[src/rtl/ifr_tx_pkg.sv]
package ifr_tx_pkg;

    typedef enum logic [1:0] {
        KIND_NONE,
        KIND_SINGLE,
        KIND_NODES,
        KIND_DATA
    } ifr_kind_e;

    typedef enum logic [2:0] {
        ST_IDLE,
        ST_ARMED,
        ST_FETCH,
        ST_SEND,
        ST_WAIT,
        ST_DONE
    } seq_state_e;

endpackage

[src/rtl/ifr_kind_pick.sv]
module ifr_kind_pick
    import ifr_tx_pkg::*;
#(
    parameter int N_KIND = 3
) (
    input  logic [N_KIND-1:0] req,
    output ifr_kind_e         kind
);
    // req[0] has top priority, req[N_KIND-1] the lowest
    always_comb begin
        kind = KIND_NONE;
        for (int i = N_KIND - 1; i >= 0; i--) begin
            if (req[i]) begin
                kind = ifr_kind_e'(i + 1);
            end
        end
    end
endmodule

[src/rtl/ifr_crc_step.sv]
module ifr_crc_step #(
    parameter int          W    = 8,
    parameter logic [W-1:0] POLY = 8'h1D
) (
    input  logic [W-1:0] crc_in,
    input  logic [W-1:0] data,
    output logic [W-1:0] crc_out
);
    always_comb begin
        logic [W-1:0] c;
        logic         fb;
        c = crc_in;
        for (int i = W - 1; i >= 0; i--) begin
            fb = c[W-1] ^ data[i];
            c  = {c[W-2:0], 1'b0} ^ (fb ? POLY : '0);
        end
        crc_out = c;
    end
endmodule

[src/rtl/ifr_tx_seq.sv]
module ifr_tx_seq
    import ifr_tx_pkg::*;
#(
    parameter int               BYTE_W   = 8,
    parameter logic [BYTE_W-1:0] CRC_POLY = 8'h1D,
    parameter logic [BYTE_W-1:0] CRC_INIT = 8'hFF
) (
    input  logic              clk,
    input  logic              rst_n,
    input  logic              trig,
    input  logic              sel_single,
    input  logic              sel_nodes,
    input  logic              sel_data,
    input  logic              crc_en,
    input  logic [BYTE_W-1:0] node_id,
    input  logic              frame_eod,
    input  logic              src_valid,
    input  logic [BYTE_W-1:0] src_byte,
    input  logic              src_last,
    output logic              src_ready,
    output logic              tx_valid,
    output logic [BYTE_W-1:0] tx_byte,
    input  logic              tx_ready,
    input  logic              arb_lost,
    input  logic              byte_end,
    output logic              done
);

    typedef struct packed {
        seq_state_e        st;
        ifr_kind_e         kind;
        logic [BYTE_W-1:0] id;
        logic [BYTE_W-1:0] out_byte;
        logic [BYTE_W-1:0] crc;
        logic              crc_en;
        logic              last;
        logic              lost;
        logic              crc_phase;
    } seq_regs_t;

    localparam seq_regs_t REGS_RESET = '{
        st:        ST_IDLE,
        kind:      KIND_NONE,
        id:        '0,
        out_byte:  '0,
        crc:       CRC_INIT,
        crc_en:    1'b0,
        last:      1'b0,
        lost:      1'b0,
        crc_phase: 1'b0
    };

    seq_regs_t r_q, r_d;
    ifr_kind_e pick_kind;
    logic [BYTE_W-1:0] crc_next;
    logic lost_now;

    ifr_kind_pick #(.N_KIND(3)) u_pick (
        .req  ({sel_data, sel_nodes, sel_single}),
        .kind (pick_kind)
    );

    ifr_crc_step #(.W(BYTE_W), .POLY(CRC_POLY)) u_crc (
        .crc_in  (r_q.crc),
        .data    (src_byte),
        .crc_out (crc_next)
    );

    assign lost_now  = r_q.lost | arb_lost;
    assign src_ready = (r_q.st == ST_FETCH);
    assign tx_valid  = (r_q.st == ST_SEND);
    assign tx_byte   = r_q.out_byte;
    assign done      = (r_q.st == ST_DONE);

    always_comb begin
        r_d = r_q;
        unique case (r_q.st)
            ST_IDLE: begin
                if (trig) begin
                    if (pick_kind == KIND_NONE) begin
                        r_d.st = ST_DONE;
                    end else begin
                        r_d.st     = ST_ARMED;
                        r_d.kind   = pick_kind;
                        r_d.id     = node_id;
                        r_d.crc_en = crc_en;
                    end
                end
            end
            ST_ARMED: begin
                if (frame_eod) begin
                    r_d.crc       = CRC_INIT;
                    r_d.crc_phase = 1'b0;
                    r_d.last      = 1'b0;
                    if (r_q.kind == KIND_DATA) begin
                        r_d.st = ST_FETCH;
                    end else begin
                        r_d.out_byte = r_q.id;
                        r_d.st       = ST_SEND;
                    end
                end
            end
            ST_FETCH: begin
                if (src_valid) begin
                    r_d.out_byte = src_byte;
                    r_d.last     = src_last;
                    r_d.crc      = crc_next;
                    r_d.st       = ST_SEND;
                end
            end
            ST_SEND: begin
                if (tx_ready) begin
                    r_d.lost = 1'b0;
                    r_d.st   = ST_WAIT;
                end
            end
            ST_WAIT: begin
                r_d.lost = lost_now;
                if (byte_end) begin
                    unique case (r_q.kind)
                        KIND_NODES: r_d.st = lost_now ? ST_SEND : ST_DONE;
                        KIND_DATA: begin
                            if (lost_now) begin
                                r_d.st = ST_DONE;
                            end else if (!r_q.last) begin
                                r_d.st = ST_FETCH;
                            end else if (r_q.crc_en && !r_q.crc_phase) begin
                                r_d.out_byte  = ~r_q.crc;
                                r_d.crc_phase = 1'b1;
                                r_d.st        = ST_SEND;
                            end else begin
                                r_d.st = ST_DONE;
                            end
                        end
                        default: r_d.st = ST_DONE;
                    endcase
                end
            end
            ST_DONE: begin
                r_d.st = ST_IDLE;
            end
            default: r_d.st = ST_IDLE;
        endcase
    end

    always_ff @(posedge clk or negedge rst_n) begin
        if (!rst_n) begin
            r_q <= REGS_RESET;
        end else begin
            r_q <= r_d;
        end
    end

    // an offered byte is held until taken
    a_r9_hold_offer: assert property (@(posedge clk) disable iff (!rst_n)
        (tx_valid && !tx_ready) |=> (tx_valid && $stable(tx_byte)));

    // every node-ID offer carries the identifier latched at the trigger
    a_r5_same_id: assert property (@(posedge clk) disable iff (!rst_n)
        (tx_valid && r_q.kind == KIND_NODES) |-> (tx_byte == r_q.id));

    // empty request completes in the next cycle
    a_r2_empty_done: assert property (@(posedge clk) disable iff (!rst_n)
        (r_q.st == ST_IDLE && trig && !(sel_single || sel_nodes || sel_data)) |=> done);

    // the single-byte bit wins over any other
    a_r1_single_first: assert property (@(posedge clk) disable iff (!rst_n)
        (r_q.st == ST_IDLE && trig && sel_single) |=> (r_q.kind == KIND_SINGLE));

    // completion is a single-cycle pulse with no offer after it
    a_r10_done_pulse: assert property (@(posedge clk) disable iff (!rst_n)
        done |=> (!done && !tx_valid));

    // the source is only drawn from in a data response
    a_r6_fetch_data_only: assert property (@(posedge clk) disable iff (!rst_n)
        src_ready |-> (r_q.kind == KIND_DATA));

endmodule

[config.mk]
export PLATFORM = sky130hd
export DESIGN_NAME = ifr_tx_seq
export DESIGN_NICKNAME = d
export VERILOG_FILES = /design/src/rtl/ifr_tx_pkg.sv /design/src/rtl/ifr_kind_pick.sv /design/src/rtl/ifr_crc_step.sv /design/src/rtl/ifr_tx_seq.sv
export SDC_FILE = /design/constraint.sdc
export NUM_CORES = 1
export LEC_CHECK = 0
export ABC_AREA = 1
export BUFFER_PORTS_ARGS = -buffer_cell sky130_fd_sc_hd__buf_2
export CAP_MARGIN = 20
export CORE_MARGIN = 5
export CORE_UTILIZATION = 29
export DETAILED_ROUTE_END_ITERATION = 10
export SYNTH_ARGS = -nofsm -noshare
export SYNTH_HDL_FRONTEND = slang
export SYNTH_HIERARCHICAL = 1
export SYNTH_SLANG_ARGS = --single-unit
[constraint.sdc]
create_clock -name clk -period 2.6 [get_ports clk]
set_input_delay 0.52 -clock clk [delete_from_list [all_inputs] [get_ports clk]]
set_output_delay 0.52 -clock clk [all_outputs]
set_load 0.02 [all_outputs]
==> results of run 1 <==
kinds of logic (layout without fill, tap and decap cells):
logic type                after synthesis  count (layout)
DFF                                    33              33
xor gates and xnor gates               10              10
AOI/OAI and AO/OA                      14              14
buffers and inverters                  63              96
and+or+nand+nor                       253             253
layer usage:
layer	wire, um	vias up	global-route usage (%)
met1	2930	996	16.9
met2	2690	50	19.4
met5	0	-	0
met4	97	0	3.69
li1	-	1200	-
met3	326	6	2.35
critical path, delay by kind of cell (launching register included):
family	cells	cell delay [ns]
DFF	1	0.59
and+or+nand+nor	2	0.43
buffers and inverters	1	0.23
metrics by stage:
stage | hold WS [ns] | power, mW
after detailed placement | 0.462 | 3.34
after floorplan | 0.224 | 2.97
after global routing | 0.362 | 4.21
final | 0.300 | 3.82
after CTS | 0.334 | 3.85
after global placement | 0.463 | 3.30
sequential cells by signal (all words and copies together) (netlist names):
signal   flops
tx_byte      8
r_q         25
synthesized netlist by cell type (all sizes together):
| cell type | n | area (um^2) |
|---|---|---|
| dfrtp | 25 | 626 |
| xnor2 | 4 | 42.6 |
| nor2 | 29 | 155 |
| nor3 | 2 | 10.0 |
| o21ai | 13 | 68.8 |
| dfstp | 8 | 210 |
| o22ai | 1 | 6.26 |
| clkinv | 1 | 3.75 |
| inv | 46 | 175 |
| xor2 | 6 | 67.6 |
| nand3 | 46 | 250 |
| nand3b | 3 | 22.5 |
| nand2 | 173 | 758 |
| buf | 16 | 121 |
power groups by stage:
stage	combinational (mW)	clock (mW)	sequential, mW
finish	2.28	0.494	1.04
global route	2.60	0.531	1.08
CTS	2.30	0.506	1.04
detailed placement	2.29	0	1.05
global placement	2.25	0	1.05
floorplan	2.00	0	0.970
path summary, 6_finish.rpt:
check / endpoint / slack (ns) / cells past startpoint / startpoint
hold / removal: tx_byte[5] / 0.30 / 1 / rst_n
setup reg to reg: tx_byte[6] / 0.61 / 7 / r_q[31]
min in group clk: r_q[3] / 0.44 / 3 / crc_en
max in group asynchronous: r_q[21] / 1.81 / 1 / rst_n
setup / recovery: src_ready / 0.54 / 3 / r_q[31]
hold reg to reg: r_q[25] / 0.48 / 2 / r_q[25]
cell type report:
class / count / area [um^2]
clock inverter: 3 / 46.3
timing repair buffer: 41 / 210
sequential: 33 / 836
fill: 936 / 5740
clock buffer: 5 / 68.8
tap: 108 / 135
inverter: 47 / 179
multi-input combinational: 277 / 1380
==> results.sh, run 1 <==
export IMPL_status="finished clean"
export IMPL_firstDrtPassIters=4
export IMPL_fmax_mhz=485
export IMPL_yosysUniqueCellTypes=29
export IMPL_slowest_stage="dfrtp_1"
export IMPL_cp_slowest_stage_delay_ns=0.59
export IMPL_wl_per_cell_um=11.8
export IMPL_synthMuxAreaShare_pct=0
export IMPL_die_h_um=103
export IMPL_rsz0062_at_grt="false"
export IMPL_cts_max_path_buffers=2
export IMPL_antenna_found_initial=0
export IMPL_required_ns=2.08
export IMPL_arrival_ns=1.54
export IMPL_die_w_um=103
export IMPL_max_cap_violations=0
export IMPL_dpl_cell_area_um2=2740
export IMPL_io_pins=40
export IMPL_cts_max_level=2
export IMPL_final_cell_mix="nand2_1 (149), nand3_1 (42), buf_2 (39)"
export IMPL_grtUsageTotal_pct=12.2
export IMPL_critPathLaunchType="flip-flop"
export IMPL_hold_violations=0
export IMPL_final_area_um2=2860
export IMPL_hold_path_class="in -> async"
export IMPL_power_internal_mw=1.91
export IMPL_dp_hpwl_um=4830
export IMPL_critPathMaxFanout=9
export IMPL_power_share_clock_pct=12.9
export IMPL_final_period_utilization_pct=79.2
export IMPL_synth_seq_cells=33
export IMPL_synth_warnings=6
export IMPL_cts_root_buf="clkbuf_8"
export IMPL_grt_ovfl_total=0
export IMPL_numClockSinks=33
export IMPL_drc_errors=0
export IMPL_p_sw_share_pct=49.9
export IMPL_criticalPathCategory="reg -> out"
export IMPL_setup_ws_ns=0.540
export IMPL_ys_seq_area_share_pct=33.2
export IMPL_initial_core_util_pct=29.3
export IMPL_path_clk_slew_ns=0.08
export IMPL_syn_cell_area_um2=2520
export IMPL_layout_cells_non_filler=514
export IMPL_synthAdderAreaFrac_pct=0
export IMPL_grt_pass1_wl_um=10300
export IMPL_clk_latency_ns=0.28
export IMPL_postCtsSetupRepairBufs=0
export IMPL_syn_area_per_cell_um2=6.75
export IMPL_min_period_ns=2.06
export IMPL_gp_congestion=0.825
export IMPL_synth_xor_area_share_pct=4.37
export IMPL_place_port_buffers=39
export IMPL_finalSetupTns_ns=0
export IMPL_cts_hold_buffers=0
export IMPL_fin_util_pct=33.2
export IMPL_switchingPower_mw=1.91
export IMPL_cts_buffers=5
export IMPL_syn_to_final_growth_pct=13.5
export IMPL_grt_max_degree=34
export IMPL_core_region_area_um2=8590
export IMPL_routed_wl_um=6050
export IMPL_drive_gt1_share_pct=26.1
export IMPL_leakagePower_nw=1.62
export IMPL_relSlewSlack_pct=49.5
export IMPL_seqPwrFrac_pct=27.3
export IMPL_worst_setup_path_end_kind="output pin"
export IMPL_grt_pass1_vias=2215
export IMPL_layout_commonest_cell="nand2_1"
export IMPL_dpl_worst_slack_ns=0.604
export IMPL_die_area_um2=10600
export IMPL_diodes=0
export IMPL_drt_iter0_markers=194
export IMPL_clock_skew_ns=0.00945
export IMPL_yosys_area_share_simple_pct=47.5
export IMPL_cts_tree="done"
export IMPL_vias=2252
export IMPL_syn_num_nets=402
export IMPL_ant_nets=0
export IMPL_final_nets=434
export IMPL_power_density_nw_per_um2=1340
export IMPL_drv_slew=0
export IMPL_cts_resized=0
export IMPL_setup_viol=0
export IMPL_via_per_inst=4.38
export IMPL_vdd_drop_max_uv=323
export IMPL_pwr_share_comb_pct=59.8
export IMPL_syn_inst=373
export IMPL_placedCellCount=506
export IMPL_synth_top_family_by_area="simple AND/OR/NAND/NOR gates"
export IMPL_worst_slew_pin_slew_ns=0.758
export IMPL_rows=34
export IMPL_crit_path_cell_trace="nand2_1, nor2_1, buf_2"
export IMPL_synth_compound_area_share_pct=2.98
(Power assumes the default switching activity.)
==> inputs of run 2 (changes only) <==
clock period = 1.7 ns   (was 2.6 ns; I/O delays follow)
==> run 2 against run 1 <==
  * Register-to-register slack got worse by 0.54 ns
  * Sequential power up 52%
  * Cell area rose by 5.5%
  * Sequential share of layout area down 1.4 points
  * Clock skew barely moved
  * Combinational power grew 70%
  * Cell count rose by 2.7%
  * Die area stayed put
  * Via count increased by 4.2%
  * Core utilization is 1.8 points higher
  * Non-clock buffer count is 14 higher
==> results.sh, run 2 (synthesis results as in run 1) <==
export IMPL_path_clk_slew_ns=0.08
export IMPL_required_ns=1.92
export IMPL_grt_pass1_vias=2312
export IMPL_rsz0062_at_grt="true"
export IMPL_critPathMaxFanout=5
export IMPL_initial_core_util_pct=29.3
export IMPL_clk_latency_ns=0.29
export IMPL_clock_skew_ns=0.00964
export IMPL_power_density_nw_per_um2=2020
export IMPL_final_period_utilization_pct=95.9
export IMPL_power_mw=6.08
export IMPL_grt_ovfl_total=0
export IMPL_criticalPathCategory="reg -> reg"
export IMPL_cts_max_path_buffers=2
export IMPL_fmax_mhz=613
export IMPL_worst_setup_path_end_kind="flip-flop"
export IMPL_routed_wl_um=6280
export IMPL_placedCellCount=513
export IMPL_cts_hold_buffers=0
export IMPL_place_port_buffers=39
export IMPL_firstDrtPassIters=4
export IMPL_core_region_area_um2=8590
export IMPL_gp_congestion=0.852
export IMPL_dpl_cell_area_um2=2790
export IMPL_cts_max_level=2
export IMPL_rows=34
export IMPL_drc_errors=0
export IMPL_arrival_ns=1.85
export IMPL_status="finished clean"
export IMPL_vias=2346
export IMPL_leakagePower_nw=1.69
export IMPL_grt_max_degree=34
export IMPL_fin_util_pct=35.1
export IMPL_antenna_found_initial=0
export IMPL_ant_nets=0
export IMPL_relSlewSlack_pct=70.6
export IMPL_layout_commonest_cell="nand2_1"
export IMPL_cts_tree="done"
export IMPL_drv_slew=0
export IMPL_drt_iter0_markers=147
export IMPL_final_area_um2=3010
export IMPL_largest_reg_flops=25
export IMPL_timing_hold_ws_ns=0.0824
export IMPL_dpl_worst_slack_ns=0.0230
export IMPL_critPathLaunchType="flip-flop"
export IMPL_grt_pass1_wl_um=10600
export IMPL_diodes=0
export IMPL_min_period_ns=1.63
export IMPL_finalSetupTns_ns=0
export IMPL_final_cell_mix="nand2_1 (136), nand3_1 (39), buf_2 (38)"
export IMPL_cts_root_buf="clkbuf_8"
export IMPL_cts_buffers=5
export IMPL_worst_slew_pin_slew_ns=0.441
export IMPL_die_h_um=103
export IMPL_max_cap_violations=0
export IMPL_drive_gt1_share_pct=33.8
export IMPL_setup_viol=0
export IMPL_final_nets=448
export IMPL_setup_ws_ns=0.0694
export IMPL_vdd_drop_max_uv=467
export IMPL_layout_cells_non_filler=528
export IMPL_largest_register="r_q"
export IMPL_hold_path_class="in -> async"
export IMPL_grtUsageTotal_pct=12.5
export IMPL_wl_per_cell_um=11.9
export IMPL_worst_r2r_path_depth=14
export IMPL_fillers=940
export IMPL_io_pins=40
export IMPL_dp_hpwl_um=4880
export IMPL_die_w_um=103
export IMPL_syn_to_final_growth_pct=19.7
export IMPL_via_per_inst=4.44
export IMPL_hold_violations=0
export IMPL_numClockSinks=33
export IMPL_die_area_um2=10600
run 2: area by class of cell:
| class | count | area (um^2) | area share (%) |
|---|---|---|---|
| inverter | 47 | 184 | 6.10 |
| clock inverter | 1 | 7.51 | 0.249 |
| tap | 108 | 135 | 4.49 |
| sequential | 33 | 838 | 27.8 |
| timing repair buffer | 55 | 318 | 10.5 |
| multi-input combinational | 277 | 1440 | 47.9 |
| clock buffer | 7 | 86.3 | 2.87 |
run 2: layer usage:
layer  vias to the layer above  wire, um  global-route usage, %
met5                         -         0                      0
met4                         0        79                   3.29
met3                         6       442                   2.28
met2                        60      2880                   20.4
met1                      1055      2880                   17.1
li1                       1225         -                      -
run 2: worst max-delay path, cell delays in order (launching register included):
cell     delay [ns]
dfstp_2        0.58
inv_2          0.06
nand2_2        0.05
nand2_2        0.07
nand2_2        0.09
nand2_4        0.08
nand2_4        0.11
inv_4          0.05
nor2_8         0.08
nand2_2        0.05
nand2_2        0.06
nand3_1        0.07
nand2_1        0.06
nor2_1         0.04
o21ai_1        0.12
run 2: path summary, 6_finish.rpt:
kind                            startpoint    endpoint  slack (ns)
min in group clk                node_id[4]     r_q[24]        0.25
worst max-delay path                r_q[9]      r_q[8]        0.07
max in group asynchronous            rst_n     r_q[11]        1.28
worst min register to register  tx_byte[5]  tx_byte[5]        0.48
worst max register to register      r_q[9]      r_q[8]        0.07
worst min-delay path                 rst_n  tx_byte[1]        0.08
run 2: power by group:
group | leakage [nW] | internal [mW] | switching (mW) | total [mW]
registers | 0.399 | 1.25 | 0.338 | 1.58
clock network | 0.0445 | 0.329 | 0.300 | 0.629
logic | 1.25 | 1.46 | 2.41 | 3.87
total | 1.69 | 3.03 | 3.05 | 6.08
run 2: repair_timing:
action                                  in CTS  in global routing
pin swaps                                    0                 21
resized for setup                            3                 24
setup buffers                                1                  6
endpoints found under the setup margin       3                  5
hold endpoints to repair                     0                  0
==> inputs of run 3 (changes only) <==
CTS_BUF_LIST = sky130_fd_sc_hd__clkbuf_2   (was not set)
==> run 3 against run 2 <==
  * Global-route usage increased by 0.25 points
  * Clock skew increased by 0.012 ns
  * Count of clock-buffer cells in the layout is 1 lower
  * First-iteration DRC count down 19%
  * Highest routed layer unchanged
==> results.sh, run 3 (synthesis results as in run 1) <==
export IMPL_status="finished clean"
export IMPL_routed_wl_um=6510
export IMPL_grt_ovfl_total=0
export IMPL_crit_path_cell_trace="inv_1, nand2_1, nand2_2, nand2_2, nand2_4, nand2_4, inv_4, nor2_8, nand2_2, nand2_2, nand3_1, nand2_1, nor2_1, o21ai_1"
export IMPL_dp_hpwl_um=4880
export IMPL_final_cell_mix="nand2_1 (137), nand3_1 (40), buf_2 (36)"
export IMPL_max_cap_violations=0
export IMPL_final_period_utilization_pct=98.5
export IMPL_fmax_mhz=597
export IMPL_path_clk_slew_ns=0.20
export IMPL_timing_hold_ws_ns=0.124
export IMPL_power_mw=6.02
export IMPL_cts_tree="done"
export IMPL_dpl_cell_area_um2=2790
export IMPL_drc_errors=0
export IMPL_critPathBufInv=2
export IMPL_cts_max_level=2
export IMPL_largest_reg_flops=25
export IMPL_slowest_stage="dfstp_2"
export IMPL_rows=34
export IMPL_cp_top_family="simple AND/OR/NAND/NOR gates"
export IMPL_worst_setup_path_end_kind="flip-flop"
export IMPL_power_density_nw_per_um2=1980
export IMPL_ant_nets=0
export IMPL_vias=2410
export IMPL_cp_common_cell="nand2_2"
export IMPL_clk_latency_ns=0.39
export IMPL_cts_buffers=5
export IMPL_criticalPathCategory="reg -> reg"
export IMPL_final_area_um2=3040
export IMPL_io_pins=40
export IMPL_die_w_um=103
export IMPL_clock_skew_ns=0.0213
export IMPL_hold_path_class="in -> reg"
export IMPL_grtUsageTotal_pct=12.8
export IMPL_min_period_ns=1.67
export IMPL_cts_root_buf="clkbuf_2"
export IMPL_setup_viol=0
export IMPL_grt_pass1_wl_um=10800
export IMPL_critPathMaxFanout=5
export IMPL_layout_commonest_cell="nand2_1"
export IMPL_initial_core_util_pct=29.3
export IMPL_wl_per_cell_um=12.2
export IMPL_largest_register="r_q"
export IMPL_relSlewSlack_pct=70.6
export IMPL_dpl_worst_slack_ns=0.0230
export IMPL_gp_congestion=0.852
export IMPL_core_region_area_um2=8590
export IMPL_die_area_um2=10600
export IMPL_cp_slowest_stage_delay_ns=0.61
export IMPL_syn_to_final_growth_pct=20.7
export IMPL_critPathLaunchType="flip-flop"
export IMPL_drt_iter0_markers=119
export IMPL_numClockSinks=33
export IMPL_leakagePower_nw=1.70
export IMPL_arrival_ns=2.02
export IMPL_antenna_found_initial=0
export IMPL_final_nets=454
export IMPL_firstDrtPassIters=4
export IMPL_cts_max_path_buffers=2
export IMPL_drv_slew=0
export IMPL_via_per_inst=4.51
export IMPL_place_port_buffers=39
export IMPL_hold_violations=0
export IMPL_drive_gt1_share_pct=34.0
export IMPL_multi_input_area_um2=1450
export IMPL_diodes=0
export IMPL_ff_latch_area_um2=838
export IMPL_die_h_um=103
export IMPL_worst_slew_pin_slew_ns=0.441
export IMPL_setup_ws_ns=0.0253
export IMPL_fillers=934
export IMPL_grt_max_degree=34
export IMPL_vdd_drop_max_uv=489
export IMPL_rsz0062_at_grt="true"
export IMPL_required_ns=2.05
export IMPL_grt_pass1_vias=2357
==> run 3: path summary, 6_finish.rpt <==
path | startpoint | to | slack, ns | cells past startpoint
setup / recovery | r_q[8] | r_q[8] | 0.03 | 14
hold / removal | node_id[4] | r_q[24] | 0.12 | 3
setup reg to reg | r_q[8] | r_q[8] | 0.03 | 14
hold reg to reg | r_q[24] | r_q[24] | 0.50 | 2
max in group asynchronous | rst_n | r_q[31] | 0.88 | 3
min in group asynchronous | rst_n | tx_byte[1] | 0.48 | 3
==> run 3: routing by layer <==
metal  share of wire (%)  vias up  wire, um  global-route usage (%)
li1                    -     1240         -                       -
met1                  47     1111      3030                    17.2
met2                  47       50      3050                    20.9
met3                 5.0        9       326                    2.35
met4                 1.4        0        93                    3.88
met5                   0        -         0                       0
==> run 3: timing repair <==
action | 4_1_cts | 5_1_grt
setup buffers | 6 | 6
endpoints found under the hold margin | 25 | 0
hold buffers | 1 | 0
pin swaps | 2 | 14
setup endpoints to repair | 5 | 29
resized for setup | 7 | 28
gates cloned | 0 | 0
==> run 3: area by class of cell <==
class	count	area share (%)
multi-input combinational	277	47.7
sequential	33	27.6
timing repair buffer	61	12.7
inverter	47	6.22
tap	108	4.45
clock buffer	6	0.988
clock inverter	2	0.371
==> run 3: power by group <==
| part | internal [mW] | switching, mW |
|---|---|---|
| clock network | 0.103 | 0.300 |
| registers | 1.24 | 0.316 |
| logic | 1.56 | 2.51 |
| total | 2.90 | 3.12 |
==> run 3: stage by stage <==
| step | cells | util (%) | setup TNS, ns |
|---|---|---|---|
| final | 534 | 35.4 | 0 |
| after global routing | 534 | 35.4 | -0.279 |
| after CTS | 528 | 33.8 | 0 |
| after detailed placement | 513 | 32.5 | 0 |
| after global placement | 513 | 32.5 | 0 |
| after floorplan | 373 | - | 0 |
==> run 3: worst min-delay path: stages <==
cell	delay, ns
buf_2	0.07
nand2_1	0.04
nand2_1	0.05
